### src/rtl/pdec_pkg.sv
package pdec_pkg;

   // one 1.5-bit stage decision: legal values 0, 1, 2
   typedef logic [1:0] stage_code_t;

   localparam stage_code_t CODE_TOP = 2'd2;

   // map the unused encoding onto the highest legal level
   function automatic stage_code_t fold_code(input stage_code_t raw);
      return (raw > CODE_TOP) ? CODE_TOP : raw;
   endfunction

endpackage

### src/rtl/pdec_code_fold.sv
module pdec_code_fold
   import pdec_pkg::*;
(
   input  stage_code_t raw_code,
   output stage_code_t legal_code
);

   assign legal_code = fold_code(raw_code);

endmodule

### src/rtl/pdec_skew_line.sv
module pdec_skew_line #(
   parameter int W     = 2,
   parameter int DEPTH = 1
) (
   input  logic         clk,
   input  logic         rst,
   input  logic [W-1:0] d,
   output logic [W-1:0] q
);

   if (W < 1) begin : g_bad_width
      $error("pdec_skew_line: W must be at least 1");
   end
   if (DEPTH < 0) begin : g_bad_depth
      $error("pdec_skew_line: DEPTH must not be negative");
   end

   if (DEPTH == 0) begin : g_wire
      assign q = d;
   end else begin : g_regs
      logic [W-1:0] tap [DEPTH];

      always_ff @(posedge clk) begin
         if (rst) begin
            for (int j = 0; j < DEPTH; j++) tap[j] <= '0;
         end else begin
            tap[0] <= d;
            for (int j = 1; j < DEPTH; j++) tap[j] <= tap[j-1];
         end
      end

      assign q = tap[DEPTH-1];
   end

endmodule

### src/rtl/pdec_merge.sv
module pdec_merge
   import pdec_pkg::*;
#(
   parameter int NSTG  = 10,
   parameter int OUT_W = NSTG + 2
) (
   input  stage_code_t      codes [NSTG],
   input  logic             lsb_bit,
   output logic [OUT_W-1:0] sum
);

   // stage index i (0 = first stage) carries weight 2^(NSTG-i):
   // neighbouring weights overlap by one bit
   always_comb begin
      logic [OUT_W-1:0] acc;
      acc = OUT_W'(lsb_bit);
      for (int i = 0; i < NSTG; i++) begin
         acc = acc + (OUT_W'(codes[i]) << (NSTG - i));
      end
      sum = acc;
   end

endmodule

### src/rtl/pdec_corrector.sv
module pdec_corrector
   import pdec_pkg::*;
#(
   parameter int NSTG  = 10,
   parameter int OUT_W = 12
) (
   input  logic              clk,
   input  logic              rst,
   input  logic              in_valid,
   input  logic [2*NSTG-1:0] stage_codes,
   input  logic              cmp_bit,
   output logic              out_valid,
   output logic [OUT_W-1:0]  out_code
);

   localparam int LAT      = NSTG + 1;
   localparam int CODE_MAX = (1 << OUT_W) - 3;
   localparam int CNT_W    = $clog2(LAT + 3);

   if (NSTG < 2) begin : g_bad_stages
      $error("pdec_corrector: NSTG must be at least 2");
   end
   if (OUT_W != NSTG + 2) begin : g_bad_out_w
      $error("pdec_corrector: OUT_W must equal NSTG + 2");
   end

   stage_code_t aligned [NSTG];
   logic        cmp_aligned;
   logic        vld_aligned;
   logic [OUT_W-1:0] merged;

   // per-stage folding and alignment; stage g+1 arrives g clocks late
   for (genvar g = 0; g < NSTG; g++) begin : g_stage
      stage_code_t folded;

      pdec_code_fold u_fold (
         .raw_code   (stage_codes[2*g +: 2]),
         .legal_code (folded)
      );


      fold_range_chk: assert property (@(posedge clk) disable iff (rst)
         folded != 2'b11);

      pdec_skew_line #(.W(2), .DEPTH(NSTG + 1 - g)) u_skew (
         .clk (clk),
         .rst (rst),
         .d   (folded),
         .q   (aligned[g])
      );
   end

   pdec_skew_line #(.W(1), .DEPTH(1)) u_cmp_skew (
      .clk (clk),
      .rst (rst),
      .d   (cmp_bit),
      .q   (cmp_aligned)
   );

   pdec_skew_line #(.W(1), .DEPTH(LAT)) u_vld_skew (
      .clk (clk),
      .rst (rst),
      .d   (in_valid),
      .q   (vld_aligned)
   );

   pdec_merge #(.NSTG(NSTG), .OUT_W(OUT_W)) u_merge (
      .codes   (aligned),
      .lsb_bit (cmp_aligned),
      .sum     (merged)
   );

   always_ff @(posedge clk) begin
      if (rst) begin
         out_valid <= 1'b0;
         out_code  <= '0;
      end else begin
         out_valid <= vld_aligned;
         if (vld_aligned) out_code <= merged;
      end
   end

   // ---------------- checks ----------------
   logic             rst_d_q;
   logic [CNT_W-1:0] inflight_q;

   always_ff @(posedge clk) begin
      rst_d_q <= rst;
      if (rst) inflight_q <= '0;
      else     inflight_q <= inflight_q + CNT_W'(in_valid) - CNT_W'(out_valid);
   end


   reset_clear_chk: assert property (@(posedge clk) disable iff (rst)
      rst_d_q |-> (!out_valid && out_code == '0));


   code_range_chk: assert property (@(posedge clk) disable iff (rst)
      out_valid |-> (int'(out_code) <= CODE_MAX));


   inflight_bound_chk: assert property (@(posedge clk) disable iff (rst)
      int'(inflight_q) <= LAT + 1);


   no_orphan_out_chk: assert property (@(posedge clk) disable iff (rst)
      out_valid |-> inflight_q != '0);


   hold_code_chk: assert property (@(posedge clk) disable iff (rst)
      (!out_valid && !rst_d_q) |-> $stable(out_code));

endmodule

### config.mk
export PLATFORM = sky130hd
export DESIGN_NAME = pdec_corrector
export DESIGN_NICKNAME = d
export VERILOG_FILES = /design/src/rtl/pdec_pkg.sv /design/src/rtl/pdec_code_fold.sv /design/src/rtl/pdec_skew_line.sv /design/src/rtl/pdec_merge.sv /design/src/rtl/pdec_corrector.sv
export SDC_FILE = /design/constraint.sdc
export NUM_CORES = 1
export LEC_CHECK = 0
export CORE_MARGIN = 3
export CORE_UTILIZATION = 40
export DETAILED_ROUTE_END_ITERATION = 10
export PLACE_DENSITY_LB_ADDON = 0.12
export SETUP_SLACK_MARGIN = 0.2
export SLEW_MARGIN = 25
export SYNTH_ARGS = -nofsm -noshare
export SYNTH_HDL_FRONTEND = slang
export SYNTH_SLANG_ARGS = --single-unit
### constraint.sdc
create_clock -name clk -period 5.6 [get_ports clk]
set_clock_uncertainty 0.2 [all_clocks]
set_input_delay 1.4 -clock clk [delete_from_list [all_inputs] [get_ports clk]]
set_output_delay 1.4 -clock clk [all_outputs]
set_load 0.03 [all_outputs]
==> results.md, run 1 <==
- Synth area leader: dfxtp_1
- PwrDens: 391 nW/um2
- Max IR drop VDD: 0.000204 V
- Yosys reg bits: 155
- Most frequent cells in the layout: 155 x dfxtp_1, 135 x nor2b_1, 35 x clkdlybuf4s50_1, 17 x clkbuf_16, 13 x nor2_1
- Setup Fix Bufs, Post-CTS: 0
- Post-Synthesis Cells: 414
- Die area: between 10000 and 15000 um2
- Final Hold Fails: 0
- Ratio of cells with drive above 1 in the final layout: under 10%
- Hold Path End: g_stage[2].u_skew.g_regs.tap[0][7]
- Synth warnings: 0
- Vias in the first global route: 2363
- Root buf cell: clkbuf_16
- R2R depth: 5
- Worst endpoint required time: 4000 ps
- Die Y-Extent: 115 um
- Clock sinks: about 160
- Critical Path Max Stage Delay: about 700 ps
- Wl on met1: 2.86 mm
- Worst Setup Path Type: register to primary output
- Mapped Nets: 448
- Final #Nets: 484
- Area growth syn-to-layout: 22.1%
- Least-Margin Pin Slew: 965 ps
- Number of placed I/O pins: 37
- DR WL/cell: 10.2 um
- Dpl cells: about 570
- Final setup viols: 0
- Post-synthesis sequential area ratio: 65.5%
- Uppermost routed layer: met4
- Outcome: finished clean
- Met3 wire len: 305 um
- Die X: 115 um
- Antenna cell count: 0
- # H-tree levels: 4
- Largest net degree at the start of global routing: 108
- Critical path, cell by cell: clkdlybuf4s50_1
- Gr usage total: 10.3%
- Max stage delay cell, worst path: clkdlybuf4s50_1
- GR Overflow Total: 0
- RSZ-0062 raised after global routing: no
- Routed Antenna Nets: 0
- Top cells by area, synth: dfxtp_1 65%, nor2b_1 18%, ha_1 2.4%
- Worst-skew pair later-pin latency: 410 ps
- CP top delay family: buffers and inverters
- Port buffer count: 36
- CTS tree: yes
- Row count: 39
- Leakage: ~2.2 nW
- Clock slew at the register clock pins of the worst setup and hold paths: 60 ps
- Max Clk Rate: around 0.33 GHz
- Core Box Area: 11500 um2
- Critical path arrival: 1440 ps
- DR pass1 iterations: 4
- Post-Syn Area: 4740 um2
- Hold_buf cts: 0
- First-pass GRT wire length: 10.5 mm
- DP HPWL: 3.79 mm
- Worst hold stages: 1
- Initial antenna violation count: 0
- Post-CTS resize count: 0
- Setup crit start kind: register
- Yosys top cell area share: between 60% and 70%
- Final min period: around 3000 ps
- Final worst-path cycle share: approximately 54%
- Post-Syn Area per Cell: 11.4 um2
- Min-delay src: g_stage[2].u_skew.g_regs.tap[0][5]
- Initial core utilization: about 41%
- Non-filler cells, final: a little over 600
- Reg2reg end: out_code[9]
- Synth unique cells: 39
- Rel. slew slack: between 30 and 40%
- Num CTS Buffers: 17
- Routed wire length: 6.21 mm
- WP buf/inv: 1
- Hold crit path type: register to register
- Worst setup EP type: primary output
- Vias: about 2.7k
- Routed wl met2: between 2 and 3 mm
- DRT iter0 DRCs: between 100 and 150
- DR vias/cell: 4.46
- Setup TNS: 0 ps
- DRC Markers: 0
- Slew Limit Fails: 0
- Max cap viols: 0
- CTS max path bufs: 2
- Internal reg-to-reg setup slack: 3600 ps
- Most common cell after layout, fill and taps aside: dfxtp_1
- Start of the worst register-to-register path: g_stage[8].u_skew.g_regs.tap[0][5]
- Crit Path Max Fanout: 2
- Gpl congestion: roughly 0.80
-- through the flow --
step / setup WS [ps] / utilization [%] / hold WS (ps) / instance area, um2 / power, W
after floorplan: 3060 / - / 214 / 4740 / 0.00118
after global placement: 2390 / 45.2 / 216 / 5200 / 0.00120
after detailed placement: 2360 / 45.2 / 220 / 5200 / 0.00120
after CTS: 2520 / 50.2 / 233 / 5780 / 0.00230
after global routing: 2490 / 50.2 / 244 / 5780 / 0.00235
final: 2560 / 50.2 / 230 / 5780 / 0.00226
-- where the power goes --
part,total [W],switching [W],internal (W)
clock,0.00109,0.000413,0.000676
combinational,0.0000493,0.0000232,0.0000261
sequential,0.00113,0.00000342,0.00112
total,0.00226,0.000440,0.00182
-- state kept, by name (all words and copies together), names as in the netlist --
register and flops:
out_valid 1, out_code 12, u_vld_skew.g_regs.tap 11, g_stage.u_skew.g_regs.tap 130, u_cmp_skew.g_regs.tap 1
-- kinds of logic after synthesis --
family          Yosys count  share of synthesized area, %
simple gates            182                          23.0
flops                   155                          65.5
compound gates           36                          5.78
buf+inv                  28                          2.30
fa+ha+maj                10                          2.80
mux                       3                         0.634
-- layer usage --
layer,up-vias,GRT usage (%)
met5,-,0
met4,0,7.82
met3,10,4.58
met2,52,15.4
met1,1233,11.4
li1,1407,-
-- synth_stat cells --
| cell type | count |
|---|---|
| a311o_1 | 1 |
| a211oi_2 | 1 |
| a21bo_1 | 1 |
| nand3_1 | 2 |
| o211ai_1 | 4 |
| mux2i_1 | 3 |
| nor3b_1 | 10 |
| nand2b_1 | 1 |
| and3_1 | 1 |
| inv_1 | 8 |
| o221ai_1 | 1 |
| a21oi_2 | 1 |
| nand2_1 | 10 |
| nor2_1 | 13 |
| o21ba_1 | 1 |
| a211o_1 | 2 |
| o21a_1 | 4 |
| clkbuf_1 | 15 |
| a21oi_1 | 5 |
| fa_1 | 1 |
| a32oi_1 | 1 |
| a31oi_1 | 2 |
| o2111ai_1 | 2 |
| o21ai_1 | 2 |
| buf_1 | 2 |
| o31a_2 | 1 |
| buf_2 | 3 |
| o211ai_2 | 1 |
| nor2b_1 | 135 |
| nor3_1 | 5 |
| ha_1 | 9 |
| dfxtp_1 | 155 |
| o21ai_0 | 2 |
| a211oi_1 | 3 |
| or3_1 | 1 |
| nand4_1 | 1 |
| a21o_1 | 1 |
| or4_1 | 2 |
| nor4b_1 | 1 |
-- worst max path at each step --
| stage | start | to | depth (start not counted) |
|---|---|---|---|
| 5_1_grt | out_code[0] | out_code[0] | 1 |
| 6_report | out_code[0] | out_code[0] | 1 |
| 3_3_place_gp | rst | g_stage[7].u_skew.g_regs.tap[0][0] | 3 |
| 2_1_floorplan | rst | out_code[9] | 4 |
| 4_1_cts | out_code[0] | out_code[0] | 1 |
| 3_5_place_dp | rst | g_stage[3].u_skew.g_regs.tap[0][0] | 3 |
-- cell type report --
cell class              count  area, um2
well taps                 143        179
clock inverters            11        120
flip-flops and latches    155       3100
fillers                  1056       5730
clock buffers              21        460
repair buffers             37        365
multi-input cells         231       1530
inverters                   8       30.0
No activity file was read; power rests on OpenSTA's default activity.
==> inputs of run 2 (changes only) <==
==> constraint.sdc (replaced) <==
create_clock -name clk -period 2.77 [get_ports clk]
set_clock_uncertainty 0.2 [all_clocks]
set_input_delay 0.6925 -clock clk [delete_from_list [all_inputs] [get_ports clk]]
set_output_delay 0.6925 -clock clk [all_outputs]
set_load 0.03 [all_outputs]
==> run 2 against run 1 <==
Power is 120% higher. Utilization is 1.5 points higher. Sequential cell count stayed put. Cell count is 0.33% higher. Critical path type unchanged. Largest power group is now clock.
==> results.md, run 2 (same netlist as run 1, synthesis figures left out) <==
- DP HPWL: 3.59 mm (was 3.79 mm)
- DR WL/cell: 10.0 um (was 10.2 um)
- Start of the worst register-to-register path: g_stage[9].u_skew.g_regs.tap[0][3] (was g_stage[8].u_skew.g_regs.tap[0][5])
- Max stage delay cell, worst path: clkdlybuf4s50_1 (unchanged)
- Post-CTS resize count: 0 (unchanged)
- Initial antenna violation count: 0 (unchanged)
- Number of placed I/O pins: 37 (unchanged)
- CTS max path bufs: 2 (unchanged)
- Gr usage total: 10.6% (was 10.3%)
- Hold_buf cts: 0 (unchanged)
- WP buf/inv: 1 (unchanged)
- Register area: 3100 um2 (unchanged)
- Clock slew at the register clock pins of the worst setup and hold paths: 60 ps (about the same)
- Die area: 13200 um2 (unchanged)
- Max reg flops: 130 (unchanged)
- Setup Fix Bufs, Post-CTS: 0 (unchanged)
- PwrDens: 853 nW/um2 (was 391 nW/um2)
- Root buf cell: clkbuf_16 (unchanged)
- Least-Margin Pin Slew: 454 ps (was 965 ps)
- Ratio of cells with drive above 1 in the final layout: 8.17% (was 7.78%)
- Worst setup EP type: primary output (unchanged)
- Beginning of the critical path: out_code[0] (unchanged)
- CTS tree: yes (unchanged)
- Setup crit start kind: register (unchanged)
- Max IR drop VDD: 0.000353 V (was 0.000204 V)
- Largest Register: g_stage.u_skew.g_regs.tap (unchanged)
- Gr busiest metal: met2 (unchanged)
- Num CTS Buffers: 17 (unchanged)
- Worst endpoint required time: 1880 ps (was 4000 ps)
- Clock sinks: 155 (unchanged)
- Final setup viols: 0 (unchanged)
- Vias in the first global route: 2490 (was 2363)
- Routed wire length: 6.10 mm (was 6.21 mm)
- Most common cell after layout, fill and taps aside: dfxtp_1 (unchanged)
- Worst-skew pair later-pin latency: 410 ps (about the same)
- Met1 Use GR: 11.7% (was 11.4%)
- Area growth syn-to-layout: 25.6% (was 22.1%)
- Port buffer count: 36 (unchanged)
- Most frequent cells in the layout: 155 x dfxtp_1, 135 x nor2b_1, 35 x clkdlybuf4s50_1, 17 x clkbuf_16, 13 x nor2_1 (unchanged)
- DRT iter0 DRCs: 137 (was 118)
- Crit Path Max Fanout: 2 (unchanged)
- Met3 Use GR: 5.63% (was 4.58%)
- # H-tree levels: 4 (unchanged)
- Hold crit path type: register to register (unchanged)
- Die Y-Extent: 115 um (unchanged)
- Critical path arrival: 1430 ps (was 1440 ps)
- Outcome: finished clean (unchanged)
- Final min period: roughly 2300 ps
- Setup TNS: 0 ps (unchanged)
- Final worst-path cycle share: a little over four fifths
- Slew Limit Fails: 0 (unchanged)
- Leakage: 2.31 nW (was 2.22 nW)
- Gpl congestion: 0.808 (was 0.797)
- GR Overflow Total: 0 (unchanged)
- Row count: 39 (unchanged)
- DR vias/cell: 4.39 (was 4.46)
- DR pass1 iterations: 4 (unchanged)
- Top flop regs: g_stage.u_skew.g_regs.tap: 130 flops, out_code: 12 flops, u_vld_skew.g_regs.tap: 11 flops (unchanged)
- Worst Setup Path Type: register to primary output (unchanged)
- CP top delay family: buffers and inverters (unchanged)
- Max Clk Rate: 0.431 GHz
- Vias: 2667 (was 2702)
- Filler Cells Inserted: 1022 (was 1056)
- Critical path, cell by cell: clkdlybuf4s50_1 (unchanged)
- Die X: 115 um (unchanged)
- Max cap viols: 0 (unchanged)
- Largest net degree at the start of global routing: 72 (was 108)
- Core Box Area: 11500 um2 (unchanged)
- Final #Nets: 486 (was 484)
- Met2 Resource Use GR: 16.9% (was 15.4%)
- Rel. slew slack: 69.7% (was 35.7%)
- First-pass GRT wire length: 10.9 mm (was 10.5 mm)
- RSZ-0062 raised after global routing: no (unchanged)
- Critical Path Max Stage Delay: 680 ps (was 690 ps)
- Min-delay src: g_stage[0].u_skew.g_regs.tap[0][15] (was g_stage[2].u_skew.g_regs.tap[0][5])
- Post-layout utilization of the core: 51.7% (was 50.2%)
- Routed Antenna Nets: 0 (unchanged)
- DRC Markers: 0 (unchanged)
- Final Hold Fails: 0 (unchanged)
- Initial core utilization: 41.1% (unchanged)
- Antenna cell count: 0 (unchanged)
- Area of the multi-input gates: 1530 um2 (unchanged)
[run 2: report_power, final]
part	internal [W]	switching, W
Sequential	0.00227	0.00000650
Clock	0.00186	0.000842
Combinational	0.0000574	0.0000486
Total	0.00418	0.000897
[run 2: worst paths after layout]
kind                                          to  slack, ps  depth (start not counted)
max reg2reg                         out_code[10]        770                          7
min          g_stage[0].u_skew.g_regs.tap[0][17]        230                          1
min reg2reg  g_stage[0].u_skew.g_regs.tap[0][17]        230                          1
max                                  out_code[0]        450                          1
[run 2: stage by stage]
| stage | worst slack [ps] | power [W] | cell area, um2 | hold WS (ps) | cells |
|---|---|---|---|---|---|
| after floorplan | 937 | 0.00238 | 4740 | 214 | 414 |
| after global placement | 793 | 0.00243 | 5240 | 216 | 576 |
| after detailed placement | 766 | 0.00243 | 5240 | 220 | 576 |
| after CTS | 409 | 0.00516 | 5950 | 231 | 608 |
| after global routing | 382 | 0.00526 | 5950 | 247 | 608 |
| final | 451 | 0.00508 | 5950 | 230 | 608 |
[run 2: routing by layer]
| layer | wire [um] | vias up |
|---|---|---|
| li1 | - | 1411 |
| met1 | 2820 | 1200 |
| met2 | 2890 | 49 |
| met3 | 307 | 7 |
| met4 | 85 | 0 |
| met5 | 0 | - |
[run 2: area by class of cell]
type                       count  share of cell area [%]
sequential                   155                    52.1
multi-input combinational    231                    25.6
clock buffer                  22                    7.97
timing repair buffer          39                    6.81
clock inverter                10                    3.95
tap                          143                    3.01
inverter                       8                   0.504
